## src/rtl/pwr_gate_pkg.sv

```systemverilog
package pwr_gate_pkg;

    typedef enum logic [1:0] {
        PS_NORM  = 2'b00,
        PS_LIGHT = 2'b01,
        PS_DEEP  = 2'b10
    } pstate_e;

    localparam int CE_W    = 3;
    localparam int CE_DATA = 0;
    localparam int CE_MAC  = 1;
    localparam int CE_PHY  = 2;

    // Decoded outcome of one host request
    typedef struct packed {
        logic fwd_rd;
        logic fwd_wr;
        logic own_rd;
        logic own_wr;
        logic wake;
        logic rej_rd;
    } acc_dec_t;

    // Whether clock-enable bit idx stays on in state s
    function automatic logic ce_on(pstate_e s, int idx);
        case (s)
            PS_NORM:  return 1'b1;
            PS_LIGHT: return (idx != CE_DATA);
            default:  return 1'b0;
        endcase
    endfunction

    // Legal state-field values; 00 and 11 give no change
    function automatic logic field_is_sleep(logic [1:0] f);
        return (f == PS_LIGHT) || (f == PS_DEEP);
    endfunction

endpackage

```

## src/rtl/pwr_access_filter.sv

```systemverilog
module pwr_access_filter
    import pwr_gate_pkg::*;
#(
    parameter int ADDR_W = 4,
    parameter logic [ADDR_W-1:0] PMC_ADDR = 4'd13,
    parameter logic [ADDR_W-1:0] BT_ADDR  = 4'd6
) (
    input  logic              req_vld,
    input  logic              req_wr,
    input  logic [ADDR_W-1:0] req_addr,
    input  logic              ready,
    input  pstate_e           cur_state,
    output acc_dec_t          dec
);
    logic hit_pmc;
    logic hit_bt;
    logic rd;
    logic wr;

    always_comb begin
        hit_pmc = (req_addr == PMC_ADDR);
        hit_bt  = (req_addr == BT_ADDR);
        rd      = req_vld && !req_wr;
        wr      = req_vld && req_wr;

        dec.own_rd = rd && hit_pmc;
        dec.fwd_rd = rd && !hit_pmc && ready;
        dec.rej_rd = rd && !hit_pmc && !ready;
        dec.own_wr = wr && hit_pmc && ready;
        dec.fwd_wr = wr && !hit_pmc && ready;
        dec.wake   = wr && hit_bt && !ready && (cur_state != PS_NORM);
    end
endmodule

```

## src/rtl/pwr_state_ctl.sv

```systemverilog
module pwr_state_ctl
    import pwr_gate_pkg::*;
#(
    parameter int SETTLE_CYCLES = 8
) (
    input  logic       clk,
    input  logic       rst,
    input  logic       own_wr,
    input  logic [1:0] field,
    input  logic       wake,
    output pstate_e    cur_state,
    output logic       ready
);
    localparam int CNT_W = (SETTLE_CYCLES < 2) ? 1 : $clog2(SETTLE_CYCLES);
    localparam logic [CNT_W-1:0] CNT_LAST = CNT_W'(SETTLE_CYCLES - 1);

    logic             settling;
    logic [CNT_W-1:0] cnt;

    always_ff @(posedge clk) begin
        if (rst) begin
            cur_state <= PS_NORM;
            ready     <= 1'b1;
            settling  <= 1'b0;
            cnt       <= '0;
        end else if (own_wr && field_is_sleep(field)) begin
            cur_state <= pstate_e'(field);
            ready     <= 1'b0;
        end else if (wake) begin
            cur_state <= PS_NORM;
            settling  <= 1'b1;
            cnt       <= '0;
        end else if (settling) begin
            if (cnt == CNT_LAST) begin
                ready    <= 1'b1;
                settling <= 1'b0;
            end else begin
                cnt <= cnt + 1'b1;
            end
        end
    end
endmodule

```

## src/rtl/pwr_clk_enables.sv

```systemverilog
module pwr_clk_enables
    import pwr_gate_pkg::*;
(
    input  pstate_e         cur_state,
    output logic [CE_W-1:0] clk_en
);
    for (genvar i = 0; i < CE_W; i++) begin : g_ce
        assign clk_en[i] = ce_on(cur_state, i);
    end
endmodule

```

## src/rtl/pwr_gate_top.sv

```systemverilog
module pwr_gate_top
    import pwr_gate_pkg::*;
#(
    parameter int ADDR_W = 4,
    parameter int DATA_W = 16,
    parameter int SETTLE_CYCLES = 8,
    parameter logic [ADDR_W-1:0] PMC_ADDR = 4'd13,
    parameter logic [ADDR_W-1:0] BT_ADDR  = 4'd6
) (
    input  logic              clk,
    input  logic              rst,
    input  logic              req_vld,
    input  logic              req_wr,
    input  logic [ADDR_W-1:0] req_addr,
    input  logic [DATA_W-1:0] req_wdata,
    input  logic [DATA_W-1:0] dev_rdata,
    output logic              dev_rd_en,
    output logic              dev_wr_en,
    output logic [ADDR_W-1:0] dev_addr,
    output logic [DATA_W-1:0] dev_wdata,
    output logic              rsp_vld,
    output logic [DATA_W-1:0] rsp_data,
    output logic              acc_err,
    output logic              ready,
    output logic [1:0]        pstate,
    output logic [CE_W-1:0]   clk_en
);
    acc_dec_t dec;
    pstate_e  cur_state;
    logic [DATA_W-1:0] own_val;

    pwr_access_filter #(
        .ADDR_W(ADDR_W), .PMC_ADDR(PMC_ADDR), .BT_ADDR(BT_ADDR)
    ) u_filter (
        .req_vld(req_vld), .req_wr(req_wr), .req_addr(req_addr),
        .ready(ready), .cur_state(cur_state), .dec(dec)
    );

    pwr_state_ctl #(.SETTLE_CYCLES(SETTLE_CYCLES)) u_state (
        .clk(clk), .rst(rst), .own_wr(dec.own_wr), .field(req_wdata[2:1]),
        .wake(dec.wake), .cur_state(cur_state), .ready(ready)
    );

    pwr_clk_enables u_ce (.cur_state(cur_state), .clk_en(clk_en));

    assign pstate    = cur_state;
    assign dev_rd_en = dec.fwd_rd;
    assign dev_wr_en = dec.fwd_wr;
    assign dev_addr  = req_addr;
    assign dev_wdata = req_wdata;

    always_comb begin
        own_val      = '0;
        own_val[0]   = ready;
        own_val[2:1] = cur_state;
    end

    always_ff @(posedge clk) begin
        if (rst) begin
            rsp_vld  <= 1'b0;
            rsp_data <= '0;
            acc_err  <= 1'b0;
        end else begin
            rsp_vld <= dec.own_rd || dec.fwd_rd || dec.rej_rd;
            acc_err <= dec.rej_rd;
            if (dec.own_rd)      rsp_data <= own_val;
            else if (dec.fwd_rd) rsp_data <= dev_rdata;
            else                 rsp_data <= '0;
        end
    end
endmodule

```

## config.mk

```make
export PLATFORM = sky130hd
export DESIGN_NAME = pwr_gate_top
export DESIGN_NICKNAME = d
export VERILOG_FILES = /design/src/rtl/pwr_gate_pkg.sv /design/src/rtl/pwr_access_filter.sv /design/src/rtl/pwr_state_ctl.sv /design/src/rtl/pwr_clk_enables.sv /design/src/rtl/pwr_gate_top.sv
export SDC_FILE = /design/constraint.sdc
export NUM_CORES = 1
export LEC_CHECK = 0
export BUFFER_PORTS_ARGS = -buffer_cell sky130_fd_sc_hd__buf_2
export CORE_UTILIZATION = 38
export CTS_CLUSTER_SIZE = 10
export DETAILED_ROUTE_END_ITERATION = 10
export PLACE_DENSITY = 0.88
export SLEW_MARGIN = 20
export SYNTH_ARGS = -nofsm -noshare
export SYNTH_HDL_FRONTEND = slang
export SYNTH_SLANG_ARGS = --single-unit
```

## constraint.sdc

```tcl
create_clock -name clk -period 1.9 [get_ports clk]
set_clock_uncertainty 0.15 [all_clocks]
set_input_delay 0.095 -clock clk [delete_from_list [all_inputs] [get_ports clk]]
set_output_delay 0.095 -clock clk [all_outputs]
set_load 0.03 [all_outputs]
```

==> run_results.csv, run 1 <==
group,metric,value,unit
outcome,status,"finished clean",
setup_path,r2r_cells,4,
die,fp.dieH,55.3,microns
setup_path,cp_slowest_cell,"dlygate4sd3_1",
die,fp.dieArea,3060,sq um
global_routing,track_usage,17.6,%
sta,post-route-period-util,95.4,%
power_and_ir_drop,ir_drop,0.472,mV
yosys,synth_edf_count,0,
layout,seq_area,503,sq um
routing,vias_per_cell,4.84,
routing,drt-total-wl,2.67,mm
min_path,hold_end,"dev_wdata[13]",
yosys,synth_area_leader_cell,"dfxtp_1",
setup_path,cp-end-kind,"flop",
routing,antenna_left,0,
global_routing,grt_pass1_vias,932,
sta,setup_viol,0,
die,die_x,55.3,microns
routing,drcViolationCount,0,
sta,tns,0,ns
yosys,yosysWarningCount,0,
cts,cts.sinks,25,
global_routing,antenna_found_initial,0,
yosys,syn_nets,158,
power_and_ir_drop,p_leak,0.721,nW
die,initial_core_util,41.7,%
setup_path,worstPathBufferInverterCount,3,
sta,relSlewSlack,50.2,%
die,num_rows,18,
global_routing,grt_first_pass_wirelength,4.26,mm
sta,min_period,1.81,ns
place,dp_slack,0.213,ns
place,dp_hpwl,1.63,mm
layout,drive_gt1_share,37.3,%
yosys,synth-seq-cells,25,
cts,postCtsSetupBuffers,0,
yosys,synthArstFlopShare,0,%
place,portBuffers,57,
cts,clock_latency,0.32,ns
setup_path,cp_common_cell,"dlygate4sd3_1",
setup_path,crit_chain,"dlygate4sd3_1, buf_2, nor3b_1, nand2_1, a21oi_1, dlygate4sd3_1",
yosys,syn_area,1080,sq um
flow_run,drv_cap,0,
sta,fmax,552,MHz
yosys,synth_common_cells,"dfxtp_1 (25), buf_4 (21), and2_1 (16)",
cts,cts_tree,"yes",
setup_path,critPathTopFamily,"buffers and inverters",
setup_path,cp_max_fo,9,
min_path,holdPathStages,0,
setup_path,slowest_delay,0.56,ns
global_routing,grt_max_degree,16,
layout,antenna_cells,0,
min_path,min_from,"req_wdata[13]",
sta,rsz0062_at_grt,"no",
yosys,synth_cell_types,28,
min_path,hp-class,"in -> out",
die,coreArea,2590,sq um
power_and_ir_drop,power.density,627,nW/um^2
yosys,seq_area_frac_synth,46.3,%
layout,fillers,196,
layout,fin_util,57.7,%
global_routing,globalRoute.totalOverflow,0,
place,place.gp.congestion,0.809,
sta,hold_violations,0,
cts,root_buffer,"clkbuf_4",
yosys,synth-main-ff-cell,"dfxtp_1",
yosys,synthTopCellsByArea,"dfxtp_1 (46%), buf_4 (15%), and2_1 (9.3%)",
routing,first_pass_iters,4,
setup_path,r2r_start,"u_state.ready$_SDFFE_PP1P_",
setup_path,cp_data_required_time,2.03,ns
yosys,synth.most_common_cell,"dfxtp_1",
layout,multi_input_area,388,sq um
cts,cts_max_path_buffers,2,
sta,slew_violations,0,
cts,htree_levels,1,
setup_path,path_class,"in -> reg",
routing,drt_iter0_drc,18,
yosys,syn_area_per_cell,9.31,sq um
layout,layout.nets,220,
routing,wl_per_cell,12.9,microns
cts,clkSlewWorstSetupHoldPaths,0.14,ns
routing,num_vias,1002,
sta,setup_slack,0.0869,ns
yosys,synth.top_cell.area_share,46.3,%
setup_path,startpoint_type,"input port",
setup_path,arrival,1.94,ns
sta,tightest_slew,0.742,ns
yosys,syn_inst,116,
setup_path,r2r_end,"u_state.cnt[0]$_SDFFE_PP0P_",
die,num_io_pins,86,
cts,cts_buffers,3,
layout,areaGrowthSynthToFinish,38.4,%
setup_path,r2r_slack,0.17,ns
[worst max path at each step]
stage	slack [ns]	start	cells after the start	end
6_report	0.09	rst	6	rsp_data[0]$_SDFF_PP0_
2_1_floorplan	0.1	u_state.cur_state[1]$_SDFFE_PP0P_	5	u_state.ready$_SDFFE_PP1P_
3_5_place_dp	0.21	u_state.ready$_SDFFE_PP1P_	4	u_state.ready$_SDFFE_PP1P_
5_1_grt	0.02	rst	6	rsp_data[0]$_SDFF_PP0_
3_3_place_gp	0.25	u_state.ready$_SDFFE_PP1P_	4	u_state.ready$_SDFFE_PP1P_
4_1_cts	0.13	rst	6	rsp_data[0]$_SDFF_PP0_
[per-stage QoR]
| step | cells | total power, mW | hold slack [ns] | area [sq um] |
|---|---|---|---|---|
| final | 207 | 0.936 | 0.0400 | 1490 |
| after global routing | 207 | 0.977 | 0.0400 | 1490 |
| after CTS | 207 | 0.938 | 0.0373 | 1490 |
| after detailed placement | 181 | 0.667 | 0.0402 | 1240 |
| after global placement | 181 | 0.665 | 0.0402 | 1240 |
| after floorplan | 116 | 0.679 | 0.0526 | 1080 |
[state kept, by name, indices dropped and copies added, names as in the netlist]
name and cells:
acc_err 1, rsp_data 16, rsp_vld 1, u_state.cnt 3, u_state.cur_state 2, u_state.ready 1, u_state.settling 1
[repair_timing]
item | in CTS | in global routing
resized for setup | 0 | 0
endpoints found under the hold margin | 25 | 0
hold buffers | 22 | 0
[layer usage]
layer  GRT usage (%)  vias to the layer above  routed length, microns
li1                -                      486                       -
met1            19.6                      451                    1100
met2            31.8                       54                    1300
met3            2.58                       11                     205
met4            9.29                        0                      65
met5               0                        -                       0
[logic make-up (layout without fill, tap and decap cells)]
family,after synthesis,after routing,synth area share (%)
and+or+nand+nor,45,45,24.1
buffers and inverters,28,89,17.7
DFF,25,25,46.3
AOI/OAI and AO/OA,15,15,8.69
adders and majority gates,2,2,2.32
xor gates and xnor gates,1,1,0.811
[power breakdown]
group / leakage (nW) / internal (mW) / switching, mW
registers: 0.204 / 0.535 / 0.00247
clock network: 0.0139 / 0.0806 / 0.163
logic: 0.503 / 0.0717 / 0.0837
[cell usage in the layout (no fill, tap or decap), drive strengths merged]
cell         synthesis  routed
a21oi                7       7
a22o                 2       2
a22oi                3       3
a31oi                1       1
and2                16      16
buf                 22      59
clkbuf               2       3
clkinvlp             0       1
dfxtp               25      25
dlygate4sd3          0      22
ha                   2       2
inv                  4       4
nand2                6       6
nand2b               1       1
nand3                5       5
nand4                2       2
nand4b               1       1
nand4bb              1       1
nor2                 5       5
nor2b                2       2
nor3                 2       2
nor3b                1       1
nor4                 1       1
o21ai                1       1
o21bai               1       1
or3                  1       1
or4                  1       1
xnor2                1       1
[worst register-to-register path, stage by stage, from the launching register on]
cell	delay (ns)
dfxtp_1	0.33
nand4bb_1	0.16
or4_1	0.67
a22oi_1	0.21
a21oi_1	0.10
[layout make-up]
cell class | instances | area share [%]
multi-input combinational | 63 | 26.0
clock buffer | 3 | 1.51
inverter | 4 | 1.01
clock inverter | 1 | 0.503
timing repair buffer | 81 | 34.8
sequential | 25 | 33.7
tap | 30 | 2.51
Note: power is estimated with default switching activity, not from simulation.
==> inputs of run 2 (changes only) <==
--- a/config.mk
+++ b/config.mk
@@ -10,6 +10,7 @@
 export CTS_CLUSTER_SIZE = 10
 export DETAILED_ROUTE_END_ITERATION = 10
 export PLACE_DENSITY = 0.88
+export SETUP_SLACK_MARGIN = 0.5
 export SLEW_MARGIN = 20
 export SYNTH_ARGS = -nofsm -noshare
 export SYNTH_HDL_FRONTEND = slang
==> run_results.csv, run 2 (synthesis gave the netlist of run 1 again) <==
group,metric,value,unit
outcome,status,"finished clean",
die,num_io_pins,86,
layout,antenna_cells,0,
place,dp_hpwl,1.59,mm
routing,first_pass_iters,5,
cts,clock_latency,0.32,ns
global_routing,grt_max_degree,16,
setup_path,cp-end-kind,"flop",
global_routing,grt_pass1_vias,1054,
layout,fillers,173,
layout,drive_gt1_share,45.0,%
sta,tns,0,ns
die,initial_core_util,41.7,%
layout,largest_reg_flops,16,
power_and_ir_drop,clock_power_share,26.1,%
sta,fmax,625,MHz
sta,setup_viol,0,
layout,fin_cells,210,
sta,post-route-period-util,84.2,%
sta,hold_violations,0,
setup_path,arrival,1.66,ns
layout,regMostFlops,"rsp_data",
setup_path,r2r_slack,0.30,ns
die,num_rows,18,
layout,areaGrowthSynthToFinish,51.3,%
layout,final_common_cell,"buf_2",
power_and_ir_drop,p_leak,0.761,nW
cts,cts_buffers,3,
routing,antenna_left,0,
global_routing,grt_first_pass_wirelength,5.04,mm
layout,final_cell_mix,"buf_2 (57), dlygate4sd3_1 (22), dfxtp_1 (21)",
power_and_ir_drop,seqPwrFrac,55.6,%
routing,vias_per_cell,5.44,
routing,drcViolationCount,0,
routing,drt-total-wl,3.69,mm
cts,root_buffer,"clkbuf_4",
min_path,hp-class,"in -> reg",
die,coreArea,2590,sq um
setup_path,cp_max_fo,5,
setup_path,startpoint_type,"flop",
power_and_ir_drop,power.switching,0.271,mW
global_routing,antenna_found_initial,0,
cts,cts_tree,"yes",
cts,cts.sinks,25,
setup_path,cp_data_required_time,1.96,ns
global_routing,met3_usage,3.75,%
global_routing,busiest_layer,"met2",
layout,layout.nets,223,
die,fp.dieH,55.3,microns
sta,slew_violations,0,
sta,min_period,1.60,ns
place,portBuffers,57,
power_and_ir_drop,ir_drop,0.454,mV
cts,cts_max_path_buffers,2,
global_routing,globalRoute.totalOverflow,0,
cts,clkSlewWorstSetupHoldPaths,0.14,ns
routing,wl_per_cell,17.6,microns
setup_path,path_class,"reg -> reg",
routing,num_vias,1143,
global_routing,track_usage,21.1,%
layout,top_regs,"rsp_data x16, u_state.cnt x3, u_state.cur_state x2",
sta,rsz0062_at_grt,"yes",
place,dp.cells,180,
layout,fin_util,63.1,%
power_and_ir_drop,power.density,586,nW/um^2
sta,relSlewSlack,65.4,%
sta,tightest_slew,0.516,ns
flow_run,drv_cap,0,
power_and_ir_drop,combinationalPowerShare,18.3,%
power_and_ir_drop,p_sw_share,28.2,%
global_routing,met2_usage,40.6,%
routing,drt_iter0_drc,75,
power_and_ir_drop,intPower,0.688,mW
place,place.gp.congestion,0.847,
global_routing,use_met1,20.6,%
die,die_x,55.3,microns
cts,htree_levels,1,
die,fp.dieArea,3060,sq um
## run 2: final timing paths
check	startpoint	to	cells after the start
worst max-delay path	u_state.ready$_SDFFE_PP1P_	u_state.ready$_SDFFE_PP1P_	4
worst min-delay path	req_addr[0]	u_state.settling$_SDFFE_PP0P_	3
worst max register to register	u_state.ready$_SDFFE_PP1P_	u_state.ready$_SDFFE_PP1P_	4
worst min register to register	u_state.cur_state[0]$_SDFFE_PP0P_	rsp_data[1]$_SDFF_PP0_	1
## run 2: metrics by stage
step	power (mW)	area, sq um	setup WS (ns)	hold WS [ns]
2_1_floorplan	0.676	1100	0.242	0.0526
3_3_place_gp	0.661	1250	0.174	0.0402
3_5_place_dp	0.662	1250	0.158	0.0402
4_1_cts	0.931	1540	0.329	-0.00229
5_1_grt	0.986	1630	0.260	0.00935
6_report	0.958	1630	0.300	0.0197
## run 2: power by group through the flow
stage / logic, mW / registers (mW) / clock network (mW)
final: 0.175 / 0.533 / 0.250
after global placement: 0.117 / 0.544 / 0
after CTS: 0.154 / 0.533 / 0.244
after floorplan: 0.109 / 0.567 / 0
after detailed placement: 0.118 / 0.545 / 0
after global routing: 0.183 / 0.534 / 0.270
## run 2: cell type report
class / count / area [sq um] / share of cell area (%)
clock buffers: 3 / 22.5 / 1.38
well taps: 30 / 37.5 / 2.30
flip-flops and latches: 25 / 515 / 31.5
inverters: 4 / 15.0 / 0.919
clock inverters: 1 / 6.26 / 0.383
multi-input cells: 64 / 489 / 29.9
repair buffers: 83 / 548 / 33.5
## run 2: what timing repair did
action,CTS,global route
gates cloned,1,0
pin swaps,2,4
setup buffers,1,2
hold buffers,22,0
gates resized for setup,6,10
setup endpoints to repair,23,24
endpoints found under the hold margin,24,0
## run 2: layer usage
layer / share of wire (%) / wire (microns) / vias up
met5: 0 / 0 / -
met4: 8.8 / 323 / 0
met3: 8.7 / 320 / 39
met2: 51 / 1860 / 97
met1: 32 / 1180 / 507
li1: - / - / 500
## run 2: critical path, cell delays in order, from the launching register on
cell and delay, ns:
dfxtp_4 0.39, nand4bb_4 0.21, or4_4 0.49, a31oi_1 0.20, o21bai_1 0.07
